**config.mk**
```make
export PLATFORM = sky130hd
export DESIGN_NAME = adc_seq_ctrl
export DESIGN_NICKNAME = d
export VERILOG_FILES = /design/src/rtl/adc_seq_pkg.sv /design/src/rtl/adc_win_timer.sv /design/src/rtl/adc_scale_div.sv /design/src/rtl/adc_ctl_regs.sv /design/src/rtl/adc_seq_ctrl.sv
export SDC_FILE = /design/constraint.sdc
export NUM_CORES = 1
export LEC_CHECK = 0
export ABC_AREA = 1
export BUFFER_PORTS_ARGS = -buffer_cell sky130_fd_sc_hd__buf_2
export CAP_MARGIN = 25
export CORE_AREA = 2 2 153 155
export DETAILED_ROUTE_END_ITERATION = 8
export DIE_AREA = 0 0 155 157
export GPL_TIMING_DRIVEN = 0
export SYNTH_ARGS = -nofsm -noshare
export SYNTH_HDL_FRONTEND = slang
export SYNTH_SLANG_ARGS = --single-unit
export TNS_END_PERCENT = 10
```
**constraint.sdc**
```tcl
create_clock -name clk -period 2.5 [get_ports clk]
set_clock_uncertainty 0.15 [all_clocks]
set_input_delay 0.5 -clock clk [delete_from_list [all_inputs] [get_ports clk]]
set_output_delay 0.5 -clock clk [all_outputs]
set_load 0.01 [all_outputs]
```
**src/rtl/adc_seq_pkg.sv**
```systemverilog
package adc_seq_pkg;
  localparam int CH_LO    = 24;
  localparam int CH_W     = 4;
  localparam int B_INTEN  = 21;
  localparam int B_REFSEL = 19;
  localparam int B_FLAG   = 18;
  localparam int B_EN     = 17;
  localparam int B_SRST   = 16;
  localparam int B_CONV   = 14;
  localparam int DIV_LO   = 1;
  localparam int DIV_W    = 8;
  localparam int RES_W    = 10;
  localparam logic [31:0] CTL_RESET = 32'h000C_0001;
endpackage

```
**src/rtl/adc_win_timer.sv**
```systemverilog
module adc_win_timer #(
  parameter int DIV_W    = 8,
  parameter int CONV_CYC = 20
) (
  input  logic             clk,
  input  logic             rst_n,
  input  logic             start,
  input  logic             cancel,
  input  logic [DIV_W-1:0] div,
  output logic             busy,
  output logic             fire
);
  localparam int MAXN  = CONV_CYC * 2 * (1 << DIV_W);
  localparam int CNT_W = $clog2(MAXN) + 1;

  logic [CNT_W-1:0] cnt;
  logic [CNT_W-1:0] load_val;

  assign load_val = CNT_W'(CONV_CYC * 2) * (CNT_W'(div) + CNT_W'(1)) - CNT_W'(1);
  assign fire = busy && (cnt == '0);

  always_ff @(posedge clk or negedge rst_n) begin
    if (!rst_n) begin
      busy <= 1'b0;
      cnt  <= '0;
    end else if (cancel) begin
      busy <= 1'b0;
    end else if (start) begin
      busy <= 1'b1;
      cnt  <= load_val;
    end else if (fire) begin
      busy <= 1'b0;
    end else if (busy) begin
      cnt <= cnt - CNT_W'(1);
    end
  end

  AST_CANCEL_STOPS: assert property (@(posedge clk) disable iff (!rst_n)
    cancel |=> !busy);
  AST_START_RUNS: assert property (@(posedge clk) disable iff (!rst_n)
    (start && !cancel) |=> (busy && !fire));
endmodule

```
**src/rtl/adc_scale_div.sv**
```systemverilog
module adc_scale_div #(
  parameter int SMP_W = 16,
  parameter int RES_W = 10
) (
  input  logic             clk,
  input  logic             rst_n,
  input  logic             start,
  input  logic [SMP_W-1:0] smp,
  input  logic [SMP_W-1:0] dref,
  output logic             done,
  output logic [RES_W-1:0] quo
);
  localparam int STEP_W = $clog2(RES_W + 1);

  logic [SMP_W-1:0]  rem;
  logic [SMP_W-1:0]  den;
  logic [STEP_W-1:0] steps;
  logic              run;
  logic [SMP_W:0]    dbl;
  logic [SMP_W:0]    diff;

  assign dbl  = {rem, 1'b0};
  assign diff = dbl - {1'b0, den};
  assign done = !run;

  always_ff @(posedge clk or negedge rst_n) begin
    if (!rst_n) begin
      run   <= 1'b0;
      rem   <= '0;
      den   <= '0;
      steps <= '0;
      quo   <= '0;
    end else if (start) begin
      den <= dref;
      if (smp >= dref) begin
        quo <= '1;
        run <= 1'b0;
      end else begin
        rem   <= smp;
        quo   <= '0;
        steps <= STEP_W'(RES_W);
        run   <= 1'b1;
      end
    end else if (run) begin
      if (dbl >= {1'b0, den}) begin
        rem <= diff[SMP_W-1:0];
        quo <= {quo[RES_W-2:0], 1'b1};
      end else begin
        rem <= dbl[SMP_W-1:0];
        quo <= {quo[RES_W-2:0], 1'b0};
      end
      steps <= steps - STEP_W'(1);
      run   <= (steps != STEP_W'(1));
    end
  end

  AST_SATURATE: assert property (@(posedge clk) disable iff (!rst_n)
    (start && smp >= dref) |=> (done && quo == '1));
endmodule

```
**src/rtl/adc_ctl_regs.sv**
```systemverilog
module adc_ctl_regs
  import adc_seq_pkg::*;
#(
  parameter int NUM_CH = 8
) (
  input  logic             clk,
  input  logic             rst_n,
  input  logic             wr_ctl,
  input  logic [31:0]      wdata,
  input  logic             fire,
  input  logic [RES_W-1:0] res,
  output logic [31:0]      ctl,
  output logic [RES_W-1:0] data,
  output logic             irq,
  output logic             start,
  output logic             cancel,
  output logic             soft_rst
);
  logic        ch_ok;
  logic        commit;
  logic [31:0] ctl_cmp;
  logic [31:0] ctl_nxt;
  logic        irq_cmp;
  logic        irq_nxt;
  logic        plain_wr;

  assign soft_rst = wr_ctl && wdata[B_SRST];
  assign plain_wr = wr_ctl && !wdata[B_SRST];
  assign start    = plain_wr && wdata[B_EN] && wdata[B_CONV] && !ctl[B_CONV];
  assign cancel   = soft_rst || (plain_wr && wdata[B_EN] && !wdata[B_CONV]);
  assign commit   = fire && ch_ok;

  always_comb begin
    ctl_cmp = ctl;
    irq_cmp = irq;
    if (commit) begin
      ctl_cmp[B_CONV] = 1'b0;
      if (ctl[B_INTEN]) begin
        ctl_cmp[B_FLAG] = 1'b1;
        irq_cmp         = 1'b1;
      end
    end
    ctl_nxt = ctl_cmp;
    irq_nxt = irq_cmp;
    if (plain_wr) begin
      ctl_nxt = wdata;
      if (wdata[B_FLAG]) begin
        ctl_nxt[B_FLAG] = 1'b0;
        irq_nxt         = 1'b0;
      end else begin
        ctl_nxt[B_FLAG] = ctl_cmp[B_FLAG];
      end
    end
  end

  always_ff @(posedge clk or negedge rst_n) begin
    if (!rst_n) begin
      ctl   <= CTL_RESET;
      data  <= '0;
      irq   <= 1'b0;
      ch_ok <= 1'b0;
    end else if (soft_rst) begin
      ctl   <= CTL_RESET;
      data  <= '0;
      irq   <= 1'b0;
      ch_ok <= 1'b0;
    end else begin
      ctl <= ctl_nxt;
      irq <= irq_nxt;
      if (commit) data <= res;
      if (start) ch_ok <= (32'(wdata[CH_LO +: CH_W]) < NUM_CH);
    end
  end

  AST_IRQ_NEEDS_FLAG: assert property (@(posedge clk) disable iff (!rst_n)
    irq |-> ctl[B_FLAG]);
  AST_SOFT_RESET: assert property (@(posedge clk) disable iff (!rst_n)
    soft_rst |=> (ctl == CTL_RESET && data == '0 && !irq));
  AST_CONV_CLEARS: assert property (@(posedge clk) disable iff (!rst_n)
    (commit && !wr_ctl) |=> !ctl[B_CONV]);
  AST_BAD_CH_QUIET: assert property (@(posedge clk) disable iff (!rst_n)
    (fire && !ch_ok && !wr_ctl) |=> ($stable(data) && $stable(irq) && ctl[B_CONV]));
endmodule

```
**src/rtl/adc_seq_ctrl.sv**
```systemverilog
module adc_seq_ctrl
  import adc_seq_pkg::*;
#(
  parameter int NUM_CH   = 8,
  parameter int SMP_W    = 16,
  parameter int ADDR_W   = 12,
  parameter int CONV_CYC = 20
) (
  input  logic                    clk,
  input  logic                    rst_n,
  input  logic                    bus_wr,
  input  logic [ADDR_W-1:0]       bus_addr,
  input  logic [31:0]             bus_wdata,
  output logic [31:0]             bus_rdata,
  input  logic [NUM_CH*SMP_W-1:0] smp_bus,
  input  logic [SMP_W-1:0]        ref_int,
  input  logic [SMP_W-1:0]        ref_ext,
  output logic                    irq
);
  localparam logic [ADDR_W-1:0] A_CTL  = ADDR_W'(0);
  localparam logic [ADDR_W-1:0] A_DATA = ADDR_W'(4);

  logic             wr_ctl;
  logic [31:0]      ctl;
  logic [RES_W-1:0] data;
  logic [RES_W-1:0] quo;
  logic             div_done;
  logic             start;
  logic             cancel;
  logic             soft_rst;
  logic             busy;
  logic             fire;
  logic [SMP_W-1:0] smp_sel;
  logic [SMP_W-1:0] ref_sel;
  logic [CH_W-1:0]  ch_w;

  assign wr_ctl  = bus_wr && (bus_addr == A_CTL);
  assign ch_w    = bus_wdata[CH_LO +: CH_W];
  assign ref_sel = bus_wdata[B_REFSEL] ? ref_int : ref_ext;

  always_comb begin
    smp_sel = '0;
    for (int i = 0; i < NUM_CH; i++)
      if (32'(ch_w) == i) smp_sel = smp_bus[i*SMP_W +: SMP_W];
  end

  always_comb begin
    if (bus_addr == A_CTL)       bus_rdata = ctl;
    else if (bus_addr == A_DATA) bus_rdata = 32'(data);
    else                         bus_rdata = '0;
  end

  adc_ctl_regs #(.NUM_CH(NUM_CH)) u_regs (
    .clk(clk), .rst_n(rst_n), .wr_ctl(wr_ctl), .wdata(bus_wdata),
    .fire(fire), .res(quo), .ctl(ctl), .data(data), .irq(irq),
    .start(start), .cancel(cancel), .soft_rst(soft_rst)
  );

  adc_win_timer #(.DIV_W(DIV_W), .CONV_CYC(CONV_CYC)) u_timer (
    .clk(clk), .rst_n(rst_n), .start(start), .cancel(cancel),
    .div(bus_wdata[DIV_LO +: DIV_W]), .busy(busy), .fire(fire)
  );

  adc_scale_div #(.SMP_W(SMP_W), .RES_W(RES_W)) u_div (
    .clk(clk), .rst_n(rst_n), .start(start), .smp(smp_sel),
    .dref(ref_sel), .done(div_done), .quo(quo)
  );

  AST_DIV_BEFORE_END: assert property (@(posedge clk) disable iff (!rst_n)
    fire |-> div_done);
  AST_NO_START_DISABLED: assert property (@(posedge clk) disable iff (!rst_n)
    (wr_ctl && !bus_wdata[B_EN] && !busy) |=> !busy);
endmodule

```
After elaboration in Yosys (flattened, before gate mapping)

Index checks and enable logic that the tools add are counted.

Bits in registers: 107
Output and inout port bits: 33
Bits of input ports: 207

Add/subtract/negate cells: 5
$mul: 1
Bitwise gates (word level): 1
Mux-type cells: 46
Eq/ne operators: 11
Order comparisons: 3
Reductions and logical operators: 25

Operator list:

| operator                                                               | number |
|---|---|
| 16-bit 2-to-1 mux                                                      | 13 |
| 32-bit 2-to-1 mux                                                      | 3 |
| 10-bit 2-to-1 mux                                                      | 6 |
| 15-bit 2-to-1 mux                                                      | 3 |
| 15-bit by 1-bit subtractor with 15-bit output, second input constant   | 2 |
| 1-bit 2-to-1 mux                                                       | 18 |
| 17-bit by 16-bit >= comparator with 1-bit output                       | 1 |
| 4-bit by 3-bit equality test with 1-bit output, second input constant  | 4 |
| 16-bit >= comparator                                                   | 1 |
| 16-bit subtractor                                                      | 1 |
| 15-bit logical NOT                                                     | 1 |
| 3-bit by 15-bit multiplier with 12-bit output, first input constant    | 1 |
| 12-bit by 3-bit equality test with 1-bit output, second input constant | 1 |
| 12-bit logical NOT                                                     | 1 |
| 4-bit 2-to-1 mux                                                       | 3 |
| 2-bit nonzero test                                                     | 5 |
| 8-bit by 1-bit adder with 9-bit output, second input constant          | 1 |
| 1-bit logical AND                                                      | 9 |
| 4-bit by 2-bit equality test with 1-bit output, second input constant  | 2 |
| 3-bit nonzero test                                                     | 2 |
| 4-bit by 1-bit equality test with 1-bit output, second input constant  | 1 |
| 4-bit logical NOT                                                      | 1 |
| 4-bit less-than comparator, second input constant                      | 1 |
| 2-bit inequality test, second input constant                           | 2 |
| other kinds (7)                                                        | 9 |

Longest topological paths before layout

Depth in word-level cells: 12
Mapped depth: 25
Gate-level depth less buffers: 24

By module

Synthesis repeated with hierarchy kept, for this count alone.

Cell total of the unflattened synthesis: 1,349
Area total of the unflattened synthesis: 9,107.5 um^2

Modules (own cells, without submodules):

| module        | area each (um^2) | cells an instance | instances | sequential area each (um^2) |
|---|---|---|---|---|
| adc_scale_div | 3,794.9          | 551               | 1         | 1,176.1 |
| adc_win_timer | 1,928.1          | 309               | 1         | 400.4 |
| adc_ctl_regs  | 1,736.7          | 145               | 1         | 1,104.8 |
| adc_seq_ctrl  | 1,647.8          | 344               | 1         | 0.0 |

Worst setup path before layout

Ideal clock, no wire load.

Kind: in2reg
Start point: in bus_wdata[1]
End point: reg u_timer.cnt[12]
Stages on the path: 19
Arrival: 2.904 ns
Setup slack: -0.670 ns
Cell sequence: inv_1 nor3_1 xor2_1 inv_1 ha_1 ha_1 inv_1 fa_1 nand3_1 nor2_1 nand2_1 nor2_1 nand2_1 nor2_1 nand4_1 nand3_1 nand2_1 nand2_1 nand2_1

Word-level cells in the longest chain between the ends: 4

RTL lines:

| item                                          | line                | RTL |
|---|---|---|
| from (decl)                                   | adc_seq_ctrl.sv:13  | `input logic [31:0] bus_wdata,` |
| 8-bit by 1-bit adder with 9-bit output        | adc_win_timer.sv:19 | `assign load_val = CNT_W'(CONV_CYC * 2) * (CNT_W'(div) + CNT_W'(1)) - CNT_W'(1);` |
| 3-bit by 15-bit multiplier with 12-bit output | adc_win_timer.sv:19 |  |
| 15-bit by 1-bit subtractor with 15-bit output | adc_win_timer.sv:19 |  |
| 15-bit 2-to-1 mux                             | adc_win_timer.sv:28 | `end else if (start) begin` |
| to (signal assigned)                          | adc_win_timer.sv:30 | `cnt <= load_val;` |
| to (signal assigned)                          | adc_win_timer.sv:34 | `cnt <= cnt - CNT_W'(1);` |
| to (decl)                                     | adc_win_timer.sv:16 | `logic [CNT_W-1:0] cnt;` |

No other way between the ends.
A chain may end at the register's enable or synchronous reset.

Final worst setup path

Start point: in bus_wdata[3]
End point: reg u_timer.cnt[12]

Same word-level chain as after synthesis.

==> impl_results.md <==
* Synthesized flop and latch total at around 110
* R2r startpoint: u_div.rem[8]
* Per-cell routed wire length at about 17 µm
* Non-Filler Cell Area, Final at around 12000 µm²
* Synthesized instance count at roughly 1300
* Sw frac at 0.339
* Leakage at slightly above 6 nW
* Worst Tran Pin Value at ~900 ps
* Drt first pass iters at 5
* Worst-path maximum fanout at 3
* # setup viols final at 39
* Final max-slew violation count at 0
* Syn Area/Cell at around 6.7 µm²
* Die Y at roughly 160 µm
* Initial antenna violation count at 1
* Slew HR at 0.395
* Net switching power at 0.00159 W
* First-pass GRT wire length at between 50 and 60 mm
* Inserted Clock Buffers at 9
* Violated checks: negative hold slack, negative setup slack
* Total gr overflow at 0
* Final ANT Viol Nets at 0
* Max-cap violations at 0
* # H-tree levels at 3
* Seq/Total Area, Yosys at 0.309
* Residual DRC at 0
* Largest net degree at the start of global routing at 63
* Core area at 22500 µm²
* Worst R2R End: u_div.rem[12]
* Final hold violations at 6
* Antenna diode count at 0
* Final worst-path cycle share at 1.19
* Die area at ~24000 µm²
* CP arrival at approximately 3100 ps
* Crit end category: register
* Total wire length at around 33 mm
* Critical path class: in2reg
* Drt first-iter violations at approximately 550
* Reg power frac at 0.402
* R2r setup slk at -380 ps
* Vias in the first global route at 9417
* Clock Latency Late Sink at ~370 ps
* Share of cells above drive strength 1 at 0.298
* Layout fillers at ~2300
* Mapped cell area at 8690 µm²
* Number of synthesized flops with an enable pin at 0
* Die X at between 150 and 200 µm
* CP required at around 2600 ps
* Reg clk slew, reported paths at roughly 80 ps
* Main synth FF type: dfrtp_1
* Initial Util at 0.386
* GP Congestion at 0.958
* Vias per cell at 5.15
* Startpoint types: input pin
* WHS at -13.7 ps
* Peak VDD IR at about 0.28 mV
* Layout area overhead at 35.2%
* IO Count at 240
* Distinct cell type count after synthesis at 46
* Int Pwr at between 0.003 and 0.004 W
* Area after DPL at 10300 µm²
* Final HPWL from detailed placement at 25.5 mm
* RSZ-0062 raised after global routing: yes
* Reg2reg path depth at 11
* CTS tree: yes
* Sink Count at 107
* Gate power share at 0.279
* Pwr per Cell Area at ~400 nW/µm²
* Outcome: finished with violations
* PortBufs at between 200 and 250
* Synth warn at 0
* All-Layer GR Usage at 0.268
* Final Critical Period at a little under 3000 ps
* Fmax at around 340 MHz
* Clock share of power at 0.319
* Row Count at between 50 and 60
* Via count at 9770
* CTS Hold Bufs at 0
* Setup crit start: bus_wdata[3]
* Clock root buffer: clkbuf_16
* Async set-reset flop share out of synthesis at 1.00
* Hold WC Path Type: in2async
* Final net count at between 1500 and 2000
* Synth Net Count at 1565
* PnR worst setup slack at -477 ps
* Max Buffers Root-to-Sink at 2
* Final core utilization at 0.522
[through the flow]
step	setup TNS (ps)	hold WS (ps)	total power, W	setup WS, ps	instances
2_1_floorplan	-13840	54.4	0.00251	-536	1306
3_3_place_gp	-113340	304	0.00292	-1610	1829
3_5_place_dp	-55430	304	0.00294	-1580	1830
4_1_cts	-15370	12.0	0.00460	-637	1889
5_1_grt	-20250	43.6	0.00493	-624	1897
6_report	-14420	-13.7	0.00469	-477	1897
[worst max-delay path by stage]
stage / endpoint / cells past startpoint / slack [ps]
6_report: u_timer.cnt[12] / 20 / -480
5_1_grt: u_timer.cnt[12] / 20 / -620
4_1_cts: u_timer.cnt[12] / 20 / -640
3_5_place_dp: u_div.quo[8] / 21 / -1580
3_3_place_gp: u_div.quo[5] / 17 / -1610
2_1_floorplan: u_timer.cnt[14] / 18 / -540
[registers in the layout, indices dropped and copies added (netlist names)]
register and flops:
u_regs.ctl 32, u_div.steps 4, u_regs.irq 1, u_regs.ch_ok 1, u_div.rem 16, u_div.quo 10
u_regs.data 10, u_timer.busy 1, u_div.den 16, u_div.run 1, u_timer.cnt 15
[worst max-delay path, stage by stage]
cell	delay, ps
buf_4	120
inv_4	50
nor3_4	170
xor2_1	180
inv_1	90
ha_1	280
ha_2	180
inv_2	40
fa_2	550
nand3_2	70
nor2_2	100
nand2_1	70
nor2_2	130
nand2_1	90
nor2_2	100
nand4_1	100
nand3_1	100
nand2_1	60
nand2_1	50
nand2_1	40
[final cells by class]
cell class,count,area [µm²],area share
timing repair inverter,1,7.51,0.000639
clock buffer,9,225,0.0192
tap,285,357,0.0304
clock inverter,7,76.3,0.00650
multi-input combinational,957,5560,0.473
timing repair buffer,289,1720,0.146
buffer,37,292,0.0248
inverter,205,833,0.0709
sequential,107,2680,0.228
[what timing repair did]
action / in CTS / in global routing
gates cloned: 2 / 1
pin swaps: 45 / 51
buffers inserted: 41 / 7
gates resized for setup: 130 / 66
endpoints found under the setup margin: 39 / 54
[power groups by stage]
| stage | Combinational [W] | Clock [W] | Sequential (W) |
|---|---|---|---|
| 6_report | 0.00131 | 0.00150 | 0.00189 |
| 5_1_grt | 0.00146 | 0.00158 | 0.00189 |
| 4_1_cts | 0.00121 | 0.00152 | 0.00188 |
| 3_5_place_dp | 0.00103 | 0 | 0.00191 |
| 3_3_place_gp | 0.00101 | 0 | 0.00191 |
| 2_1_floorplan | 0.000618 | 0 | 0.00189 |
[Yosys cell counts, types with 2 or more instances]
| library cell | count | area [µm²] |
|---|---|---|
| nand2_1 | 346 | 1300 |
| inv_1 | 192 | 721 |
| nand3_1 | 142 | 711 |
| nor2_1 | 128 | 480 |
| dfrtp_1 | 104 | 2600 |
| o21ai_0 | 76 | 380 |
| ha_1 | 50 | 626 |
| a21oi_1 | 44 | 220 |
| nand4_1 | 29 | 181 |
| o22ai_1 | 23 | 144 |
| clkbuf_1 | 16 | 60.1 |
| mux2i_1 | 15 | 150 |
| xor2_1 | 15 | 131 |
| or2_2 | 13 | 81.3 |
| inv_2 | 11 | 41.3 |
| buf_2 | 10 | 50.1 |
| nor3_1 | 10 | 50.1 |
| xnor2_1 | 9 | 78.8 |
| buf_6 | 7 | 78.8 |
| o221ai_1 | 7 | 61.3 |
| nand2_2 | 6 | 37.5 |
| nand3b_1 | 6 | 45.0 |
| nor2_2 | 4 | 25.0 |
| nor2_4 | 4 | 45.0 |
| o21ai_1 | 4 | 20.0 |
| buf_4 | 3 | 22.5 |
| dfstp_2 | 3 | 78.8 |
| nor4_1 | 3 | 18.8 |
| o211ai_1 | 3 | 22.5 |
| a22oi_1 | 2 | 15.0 |
| fa_1 | 2 | 40.0 |
| nand2_4 | 2 | 22.5 |
| nor3_2 | 2 | 20.0 |
| o21a_1 | 2 | 15.0 |
| o21bai_1 | 2 | 15.0 |
[cell usage in the layout, fill, tap and decap left out, types with 15 or more instances in the layout]
master	count
o21ai_0	71
a21oi_1	41
nand3_1	125
nor2_1	110
buf_4	50
nand3_2	15
ha_1	38
mux2i_1	15
dfrtp_1	104
xor2_1	15
inv_1	179
nand2_1	317
nand4_1	29
o22ai_1	23
buf_2	236
nor2_2	15
nand2_2	25
[cells by family after synthesis]
family	synth area share
and+or+nand+nor	0.354
buffers and inverters	0.114
AOI/OAI and AO/OA	0.106
DFF	0.309
adders and majority gates	0.0766
xor gates and xnor gates	0.0242
muxes	0.0173
[layer usage]
layer,up-vias,routed length [µm],global-route usage
li1,4826,-,-
met1,4505,13900,0.335
met2,379,15600,0.460
met3,58,2230,0.0385
met4,2,1300,0.121
met5,-,13,0
(Power assumes the default switching activity.)
